## src/rtl/tcmp_pkg.sv

```systemverilog
package tcmp_pkg;

    typedef enum logic [1:0] {
        PRIV_U   = 2'b00,
        PRIV_S   = 2'b01,
        PRIV_RSV = 2'b10,
        PRIV_M   = 2'b11
    } priv_e;

    typedef enum logic [1:0] {
        CTX_MACH,
        CTX_HOST,
        CTX_GUEST,
        CTX_UNPRIV
    } ctx_e;

    localparam int unsigned ADDR_W = 12;

    localparam logic [ADDR_W-1:0] ADDR_S_LO = 12'h14D;
    localparam logic [ADDR_W-1:0] ADDR_S_HI = 12'h15D;
    localparam logic [ADDR_W-1:0] ADDR_V_LO = 12'h24D;
    localparam logic [ADDR_W-1:0] ADDR_V_HI = 12'h25D;

    typedef struct packed {
        logic hit;     // one of the four compare addresses
        logic high;    // upper-half address
        logic vreg;    // virtual-supervisor register family
        logic absent;  // address does not exist for this XLEN
    } addr_info_t;

endpackage

```

## src/rtl/tcmp_addr_decode.sv

```systemverilog
module tcmp_addr_decode
    import tcmp_pkg::*;
#(
    parameter int unsigned XLEN = 64
) (
    input  logic [ADDR_W-1:0] addr,
    output addr_info_t        info
);

    localparam bit HAS_HIGH = (XLEN == 32);

    logic is_s_lo, is_s_hi, is_v_lo, is_v_hi;

    always_comb begin
        is_s_lo = (addr == ADDR_S_LO);
        is_s_hi = (addr == ADDR_S_HI);
        is_v_lo = (addr == ADDR_V_LO);
        is_v_hi = (addr == ADDR_V_HI);
    end

    always_comb begin
        info.hit  = is_s_lo | is_s_hi | is_v_lo | is_v_hi;
        info.high = is_s_hi | is_v_hi;
        info.vreg = is_v_lo | is_v_hi;
    end

    generate
        if (HAS_HIGH) begin : g_narrow
            always_comb info.absent = 1'b0;
        end else begin : g_wide
            always_comb info.absent = is_s_hi | is_v_hi;
        end
    endgenerate

endmodule

```

## src/rtl/tcmp_perm_gate.sv

```systemverilog
module tcmp_perm_gate (
    input  logic cnt_tm,
    input  logic env_tce,
    output logic granted
);

    always_comb granted = cnt_tm & env_tce;

endmodule

```

## src/rtl/tcmp_access_gate.sv

```systemverilog
module tcmp_access_gate
    import tcmp_pkg::*;
#(
    parameter int unsigned XLEN = 64
) (
    input  logic [11:0] csr_addr,
    input  logic [1:0]  priv_lvl,
    input  logic        virt_mode,
    input  logic        mcnt_tm,
    input  logic        hcnt_tm,
    input  logic        menv_tce,
    input  logic        henv_tce,
    output logic        trap_illegal,
    output logic        trap_virtual,
    output logic        use_vs_copy
);

    addr_info_t info;
    logic       mach_ok;
    logic       hyp_ok;
    ctx_e       ctx;
    priv_e      priv;

    tcmp_addr_decode #(.XLEN(XLEN)) u_decode (
        .addr (csr_addr),
        .info (info)
    );

    tcmp_perm_gate u_mach_gate (
        .cnt_tm  (mcnt_tm),
        .env_tce (menv_tce),
        .granted (mach_ok)
    );

    tcmp_perm_gate u_hyp_gate (
        .cnt_tm  (hcnt_tm),
        .env_tce (henv_tce),
        .granted (hyp_ok)
    );

    always_comb begin
        priv = priv_e'(priv_lvl);
        unique case (priv)
            PRIV_M:  ctx = CTX_MACH;
            PRIV_S:  ctx = virt_mode ? CTX_GUEST : CTX_HOST;
            default: ctx = CTX_UNPRIV;
        endcase
    end

    always_comb begin
        trap_illegal = 1'b0;
        trap_virtual = 1'b0;
        use_vs_copy  = 1'b0;
        if (info.hit) begin
            if (info.absent) begin
                trap_illegal = 1'b1;
            end else begin
                unique case (ctx)
                    CTX_MACH: begin
                    end
                    CTX_HOST: begin
                        if (!mach_ok) trap_illegal = 1'b1;
                    end
                    CTX_GUEST: begin
                        if (!mach_ok)       trap_illegal = 1'b1;
                        else if (info.vreg) trap_virtual = 1'b1;
                        else if (!hyp_ok)   trap_virtual = 1'b1;
                        else                use_vs_copy  = 1'b1;
                    end
                    default: trap_illegal = 1'b1;
                endcase
            end
        end
    end

endmodule

```

## config.mk

```make
export PLATFORM = sky130hd
export DESIGN_NAME = tcmp_access_gate
export DESIGN_NICKNAME = d
export VERILOG_FILES = /design/src/rtl/tcmp_pkg.sv /design/src/rtl/tcmp_addr_decode.sv /design/src/rtl/tcmp_perm_gate.sv /design/src/rtl/tcmp_access_gate.sv
export SDC_FILE = /design/constraint.sdc
export NUM_CORES = 1
export LEC_CHECK = 0
export CORE_AREA = 2 2 39 41
export DETAILED_ROUTE_END_ITERATION = 12
export DIE_AREA = 0 0 41 43
export DONT_BUFFER_PORTS = 1
export GPL_ROUTABILITY_DRIVEN = 0
export PLACE_DENSITY_LB_ADDON = 0.12
export SETUP_SLACK_MARGIN = 0.02
export SLEW_MARGIN = 10
export SYNTH_ARGS = -nofsm -noshare
export SYNTH_HDL_FRONTEND = slang
export SYNTH_HIERARCHICAL = 1
export SYNTH_SLANG_ARGS = --single-unit
export TNS_END_PERCENT = 100
```

## constraint.sdc

```tcl
create_clock -name vclk -period 1.6
set_input_delay 0.16 -clock vclk [all_inputs]
set_output_delay 0.16 -clock vclk [all_outputs]
set_load 0.05 [all_outputs]
```

Word-level counts from Yosys, hierarchy flattened. Index checks and enable logic that the tools add are counted.

Bits in registers: 0. Latch bits: 0. RAM bits: 0. Memory bits (read-only): 0. Output and inout port bits: 3. Word-level logic and storage cells: 35. Memories kept: 0.

Add/subtract/negate cells: 0. Multiply operators: 0. Div/mod/pow operators: 0. Magnitude comparators: 0. Equality and inequality tests: 8. Shift operators: 0. Mux-type cells: 18. Bitwise logic cells: 7. Reduce and logical (&&, ||, !) cells: 2.

Operator list (number): $eq 12x10->1 const B (2); $eq 12x9->1 const B (2); $mux 1 (15); $or 1x1->1 (5); $eq 2x1->1 const B (2); $eq 2x2->1 const B (2); $pmux 2 s2 (1); $and 1x1->1 (2); $logic_not 2->1 (1); $mux 2 (1); $pmux 1 s2 (1); $reduce_or 2->1 (1).

Depth between registers and ports, before layout. Gate-level depths: netlist of run 1.

Depth after elaboration: 7. Gate-level depth with buffers: 5.

Modules after synthesis. The synthesis of run 1 kept the hierarchy.

Modules (own cells, without submodules): tcmp_access_gate (instances 1, cells each 7, area an instance 67.6 um2); tcmp_addr_decode (instances 1, cells each 9, area an instance 66.3 um2); tcmp_perm_gate (instances 2, cells each 1, area an instance 6.3 um2).

Least setup slack after synthesis of run 1. Ideal clock, no wire load.

Kind: input to output. From: in csr_addr[1]. To: out trap_virtual. Arrival: 2.169 ns. Required time: 1.440 ns. Setup slack: -0.729 ns. Stages: 5. Buffers on the path: 0. Path through: nor4_1 > nand2_1 > nor3b_1 > nand4b_4 > nor3_1.

RTL lines: from (decl) (line tcmp_access_gate.sv:6) `input logic [11:0] csr_addr,`; to (decl) (line tcmp_access_gate.sv:14) `output logic trap_virtual,`.

==> impl_metrics.csv, run 1 <==
group,metric,value,unit
layout,regArea,0,sq um
global_routing,antenna_found_initial,0,
detailed_routing,drt_iter0_drc,0,
setup_path,critPathTopFamily,"simple AND/OR/NAND/NOR gates",
sta,finalMaxSlewViolations,0,
sta,tns,0,ns
detailed_routing,vias,156,
global_routing,grtUsageMet1,0.0540,
setup_path,arrival,1.43,ns
pwr,p_leak,0.126,nW
sta,relSlewSlack,0.814,
die,die_area,1760,sq um
layout,clkbuf_count,0,
setup_path,critPathRequiredTime,1.44,ns
die,initial_core_util,0.100,
setup_path,worst-path-buf-inv,1,
min_path,hold_class,"in2out",
setup_path,path_cells,"nor4_4, nand2_2, nor3b_4, nand4b_4, nor4b_4, buf_12",
setup_path,cp_slowest_cell,"nor4b_4",
yosys,avgSynthCellArea,8.17,sq um
sta,tightest_slew,0.277,ns
global_routing,grt_start_max_net_pins,4,
layout,nets,44,
die,die_h,43,um
pwr,ir_drop,0.0203,mV
sta,setup_ws,0.0142,ns
global_routing,grt_usage,0.0530,
sta,setup_violations,0,
detailed_routing,ant_nets,0,
detailed_routing,vias_per_cell,4.00,
sta,final.period_utilization,0.991,
global_routing,grt_overflow,0,
setup_path,worstSetupPathType,"in2out",
yosys,syn-num-nets,36,
place,dp_slack,0.00990,ns
layout,fillers,160,
detailed_routing,route.detailed.drc,0,
setup_path,start_kind,"primary input",
detailed_routing,wl_per_cell,11.4,um
layout,final_cell_mix,"buf_12 (3), buf_4 (3), nor4b_4 (2), and2_1 (2)",
layout,finalNonFillerCells,39,
sta,layout_min_cycle_time,1.59,ns
yosys,synth_warnings,6,
die,io_pins,22,
place,numPortBuffers,0,
run_status,status,"complete, no violations",
sta,clock.fmax,0.631,GHz
global_routing,use_met2,0.103,
pwr,power.total,0.0236,mW
global_routing,grt_pass1_vias,179,
global_routing,grt_pass1_wl,717,um
layout,antenna_cells,0,
layout,drive_above_1_share,0.609,
setup_path,crit_path_end_kind,"output port",
job,cap_violations,0,
layout,seq_cells,0,
clock_network,hold_buffers,0,
detailed_routing,drtPass1Iterations,1,
sta,finalHoldViolCount,0,
pwr,power_density,78.3,nW/um^2
sta,hold_slack,0.595,ns
setup_path,crit_path_max_fanout,3,
global_routing,busiest_layer,"met2",
die,core,1380,sq um
setup_path,slowest_delay,0.28,ns
yosys,syn_area,139,sq um
sta,rsz0062_at_grt,"true",
global_routing,met3_usage,0.0157,
die,rows,14,
layout,syn_to_final_growth,117,%
place,dp.cells,38,
yosys,synth_cells,17,
detailed_routing,wl,444,um
die,die_w,41,um
==> power breakdown <==
group	switching [mW]	internal (mW)	leakage, nW
combinational	0.0101	0.0135	0.126
clock	0	0	0
sequential	0	0	0
==> cell type report <==
cell class	instances	area [sq um]	area share
repair buffers	6	82.6	0.274
well taps	16	20.0	0.0664
multi-input cells	17	199	0.660
==> metrics by stage <==
stage,util,area [sq um]
final,0.218,302
after global routing,0.218,302
after CTS,0.204,283
after detailed placement,0.204,283
after global placement,0.204,283
after floorplan,-,188
==> path summary, 6_finish.rpt <==
path	from	end	slack, ns	cells past startpoint
worst min-delay path	virt_mode	trap_virtual	0.59	3
worst max-delay path	csr_addr[1]	use_vs_copy	0.01	6
==> metal layers <==
metal	routed length, um	up-vias	share of wire
met5	0	-	0
met1	135	67	0.30
met4	0	0	0
met2	239	12	0.54
met3	70	0	0.16
li1	-	77	-
==> timing repair <==
| item | 4_1_cts | 5_1_grt |
|---|---|---|
| endpoints found under the setup margin | 1 | 3 |
| pin swaps | 0 | 1 |
| resized for setup | 0 | 2 |
| buffers inserted | 0 | 1 |
Power figures use the tool's default switching activity.
==> run 2, diff against run 1 <==
- ABC_AREA: default -> 1
==> impl_metrics.csv, run 2 <==
group,metric,value,unit
run_status,status,"complete, no violations",
detailed_routing,vias_per_cell,3.50,
sta,final.period_utilization,0.754,
detailed_routing,route.detailed.drc,0,
layout,syn_to_final_growth,25.2,%
layout,antenna_cells,0,
setup_path,crit_path_max_fanout,2,
layout,regArea,0,sq um
sta,finalMaxSlewViolations,0,
layout,seq_cells,0,
detailed_routing,drtPass1Iterations,3,
yosys,synth_cells,41,
yosys,syn_area,169,sq um
die,io_pins,22,
layout,final_core_util,0.153,
layout,clkbuf_count,0,
detailed_routing,drt_iter0_drc,1,
global_routing,busiest_layer,"met2",
detailed_routing,wl,357,um
setup_path,start_kind,"primary input",
detailed_routing,ant_nets,0,
die,initial_core_util,0.122,
detailed_routing,wl_per_cell,5.95,um
layout,final_cell_mix,"inv_1 (15), nor2_1 (9), nand2_1 (9), buf_4 (3), nor2_2 (3)",
global_routing,met3_usage,0.00524,
setup_path,critPathRequiredTime,1.44,ns
place,dp_slack,0.361,ns
sta,rsz0062_at_grt,"false",
layout,drive_above_1_share,0.136,
global_routing,grt_usage,0.0410,
sta,clock.fmax,0.829,GHz
pwr,p_leak,0.151,nW
yosys,synth_warnings,6,
sta,hold_slack,0.636,ns
global_routing,grt_pass1_wl,565,um
global_routing,grt_start_max_net_pins,3,
global_routing,grt_overflow,0,
job,cap_violations,0,
pwr,power_density,87.2,nW/um^2
sta,tns,0,ns
pwr,ir_drop,0.0181,mV
yosys,syn-num-nets,60,
clock_network,cts_resized,0,
place,numPortBuffers,0,
die,rows,14,
sta,tightest_slew,0.166,ns
global_routing,grtUsageMet1,0.0506,
detailed_routing,vias,210,
place,dpl_cell_area,211,sq um
setup_path,worstSetupPathType,"in2out",
place,hpwlAfterDp,350,um
clock_network,cts_setup_buffers,0,
global_routing,grt_pass1_vias,184,
die,die_w,41,um
setup_path,arrival,1.05,ns
layout,final_area,211,sq um
sta,relSlewSlack,0.888,
min_path,hold_class,"in2out",
sta,layout_min_cycle_time,1.21,ns
layout,nets,65,
global_routing,antenna_found_initial,0,
die,die_h,43,um
yosys,avgSynthCellArea,4.12,sq um
sta,setup_ws,0.393,ns
sta,finalHoldViolCount,0,
die,core,1380,sq um
clock_network,hold_buffers,0,
layout,fillers,175,
global_routing,use_met2,0.0750,
die,die_area,1760,sq um
sta,setup_violations,0,
layout,mostFrequentLayoutCell,"inv_1",
setup_path,crit_path_end_kind,"output port",
-- run 2: power breakdown --
| part | leakage (nW) | switching, mW | internal, mW |
|---|---|---|---|
| combinational | 0.151 | 0.0105 | 0.00794 |
| clock | 0 | 0 | 0 |
| sequential | 0 | 0 | 0 |
| total | 0.151 | 0.0105 | 0.00794 |
-- run 2: final cells by class --
type / count / area [sq um] / area share
Inverter: 15 / 56.3 / 0.266
Timing Repair Buffer: 3 / 22.5 / 0.107
Tap cell: 16 / 20.0 / 0.0947
Multi-Input combinational cell: 26 / 113 / 0.533
-- run 2: worst max-delay path, stage by stage --
cell,delay (ns)
inv_1,0.02
nor2_2,0.06
nand2_1,0.06
nor2_1,0.09
nand2_1,0.08
inv_1,0.06
inv_1,0.04
nor2_1,0.08
nand3_1,0.09
nor2_1,0.09
buf_4,0.20
-- run 2: path summary, 6_finish.rpt --
check,from,to,cells after the start
max,csr_addr[2],trap_virtual,11
min,priv_lvl[1],use_vs_copy,4
-- run 2: through the flow --
step	std cells	power [mW]
2_1_floorplan	41	0.0167
3_3_place_gp	60	0.0188
3_5_place_dp	60	0.0189
4_1_cts	60	0.0190
5_1_grt	60	0.0231
6_report	60	0.0184
-- run 2: routing by layer --
| metal | wire length, um | vias to the layer above |
|---|---|---|
| li1 | - | 118 |
| met2 | 155 | 14 |
| met1 | 155 | 78 |
| met4 | 0 | 0 |
| met5 | 0 | - |
| met3 | 47 | 0 |
==> run 3, diff against run 2 <==
- clock period: 1.6 -> 1.15 ns (I/O delays scaled with it)
==> impl_metrics.csv, run 3 (synthesis gave the netlist of run 2 again) <==
group,metric,value,unit
global_routing,grt_pass1_wl,683,um
detailed_routing,route.detailed.drc,0,
pwr,p_clk_frac,0,
place,dp.cells,63,
layout,syn_to_final_growth,115,%
sta,final.period_utilization,0.978,
global_routing,grt_overflow,0,
pwr,power.total,0.0474,mW
pwr,p_switching,0.0242,mW
die,rows,14,
layout,final_area,363,sq um
sta,finalHoldViolCount,0,
sta,finalMaxSlewViolations,0,
job,cap_violations,0,
sta,clock.fmax,0.889,GHz
die,die_w,41,um
layout,antenna_cells,0,
detailed_routing,route.met2.wl,255,um
die,io_pins,22,
die,die_area,1760,sq um
sta,relSlewSlack,0.828,
setup_path,arrival,1.01,ns
place,dpl_cell_area,280,sq um
layout,fillers,168,
layout,regArea,0,sq um
layout,drive_above_1_share,0.625,
place,numPortBuffers,0,
layout,multi_input_area,179,sq um
pwr,switching_share,0.511,
sta,layout_min_cycle_time,1.12,ns
detailed_routing,drtPass1Iterations,1,
detailed_routing,vias_per_cell,3.73,
sta,setup_violations,0,
run_status,status,"complete, no violations",
pwr,combinationalPowerShare,1.000,
die,die_h,43,um
detailed_routing,wl_met3,22,um
die,initial_core_util,0.122,
global_routing,grt_pass1_vias,203,
detailed_routing,top_layer,"met3",
detailed_routing,drt_iter0_drc,0,
setup_path,worstSetupPathType,"in2out",
pwr,p_leak,0.175,nW
layout,clkbuf_count,0,
detailed_routing,routedLengthMet1,155,um
layout,final_cell_mix,"inv_1 (8), nand2_1 (5), nor2_4 (5)",
setup_path,crit_path_max_fanout,2,
setup_path,critPathRequiredTime,1.03,ns
pwr,ir_drop,0.0334,mV
min_path,hold_class,"in2out",
setup_path,crit_path_end_kind,"output port",
global_routing,grt_usage,0.0500,
pwr,p_seq_frac,0,
detailed_routing,vias,239,
pwr,power_density,131,nW/um^2
layout,finalNonFillerCells,64,
detailed_routing,wl,434,um
pwr,internal_power,0.0232,mW
sta,rsz0062_at_grt,"true",
sta,tightest_slew,0.256,ns
detailed_routing,wl_per_cell,6.78,um
sta,tns,0,ns
detailed_routing,ant_nets,0,
place,hpwlAfterDp,371,um
setup_path,start_kind,"primary input",
die,core,1380,sq um
layout,mostFrequentLayoutCell,"inv_1",
global_routing,grt_start_max_net_pins,3,
layout,seq_cells,0,
global_routing,antenna_found_initial,0,
layout,nets,69,
[run 3: repair_timing]
item	CTS	global route
hold buffers	0	0
setup endpoints to repair	2	3
pin swaps	5	4
resized for setup	20	9
buffers inserted	1	0
[run 3: cell type report]
| class | instances | area share |
|---|---|---|
| repair buffers | 7 | 0.248 |
| inverters | 15 | 0.203 |
| multi-input cells | 26 | 0.493 |
| well taps | 16 | 0.0552 |
[run 3: per-stage QoR]
stage	worst slack [ns]	hold WS [ns]	utilization
3_3_place_gp	-0.0282	0.548	0.203
3_5_place_dp	-0.0348	0.548	0.203
6_report	0.0252	0.548	0.262
4_1_cts	-0.00793	0.548	0.242
2_1_floorplan	-0.0916	0.482	-
5_1_grt	-0.0745	0.575	0.262
[run 3: final timing paths]
kind,start,to,slack (ns),cells after the start
setup / recovery,csr_addr[3],use_vs_copy,0.03,9
hold / removal,priv_lvl[1],use_vs_copy,0.55,4
[run 3: layer usage]
metal / vias up / track usage
li1: 127 / -
met1: 104 / 0.0570
met2: 8 / 0.100
met3: 0 / 0
met4: 0 / 0
met5: - / 0
[run 3: worst max-delay path, stage by stage]
cell	delay (ns)
nand2_2	0.05
inv_2	0.03
nand2_2	0.07
buf_4	0.10
nor3_2	0.03
nor2_1	0.22
inv_1	0.11
nor2_4	0.13
buf_12	0.14
[run 3: power by group through the flow]
stage	clock [mW]	sequential [mW]	combinational, mW
2_1_floorplan	0	0	0.0248
4_1_cts	0	0	0.0441
3_3_place_gp	0	0	0.0307
3_5_place_dp	0	0	0.0310
6_report	0	0	0.0474
5_1_grt	0	0	0.0535
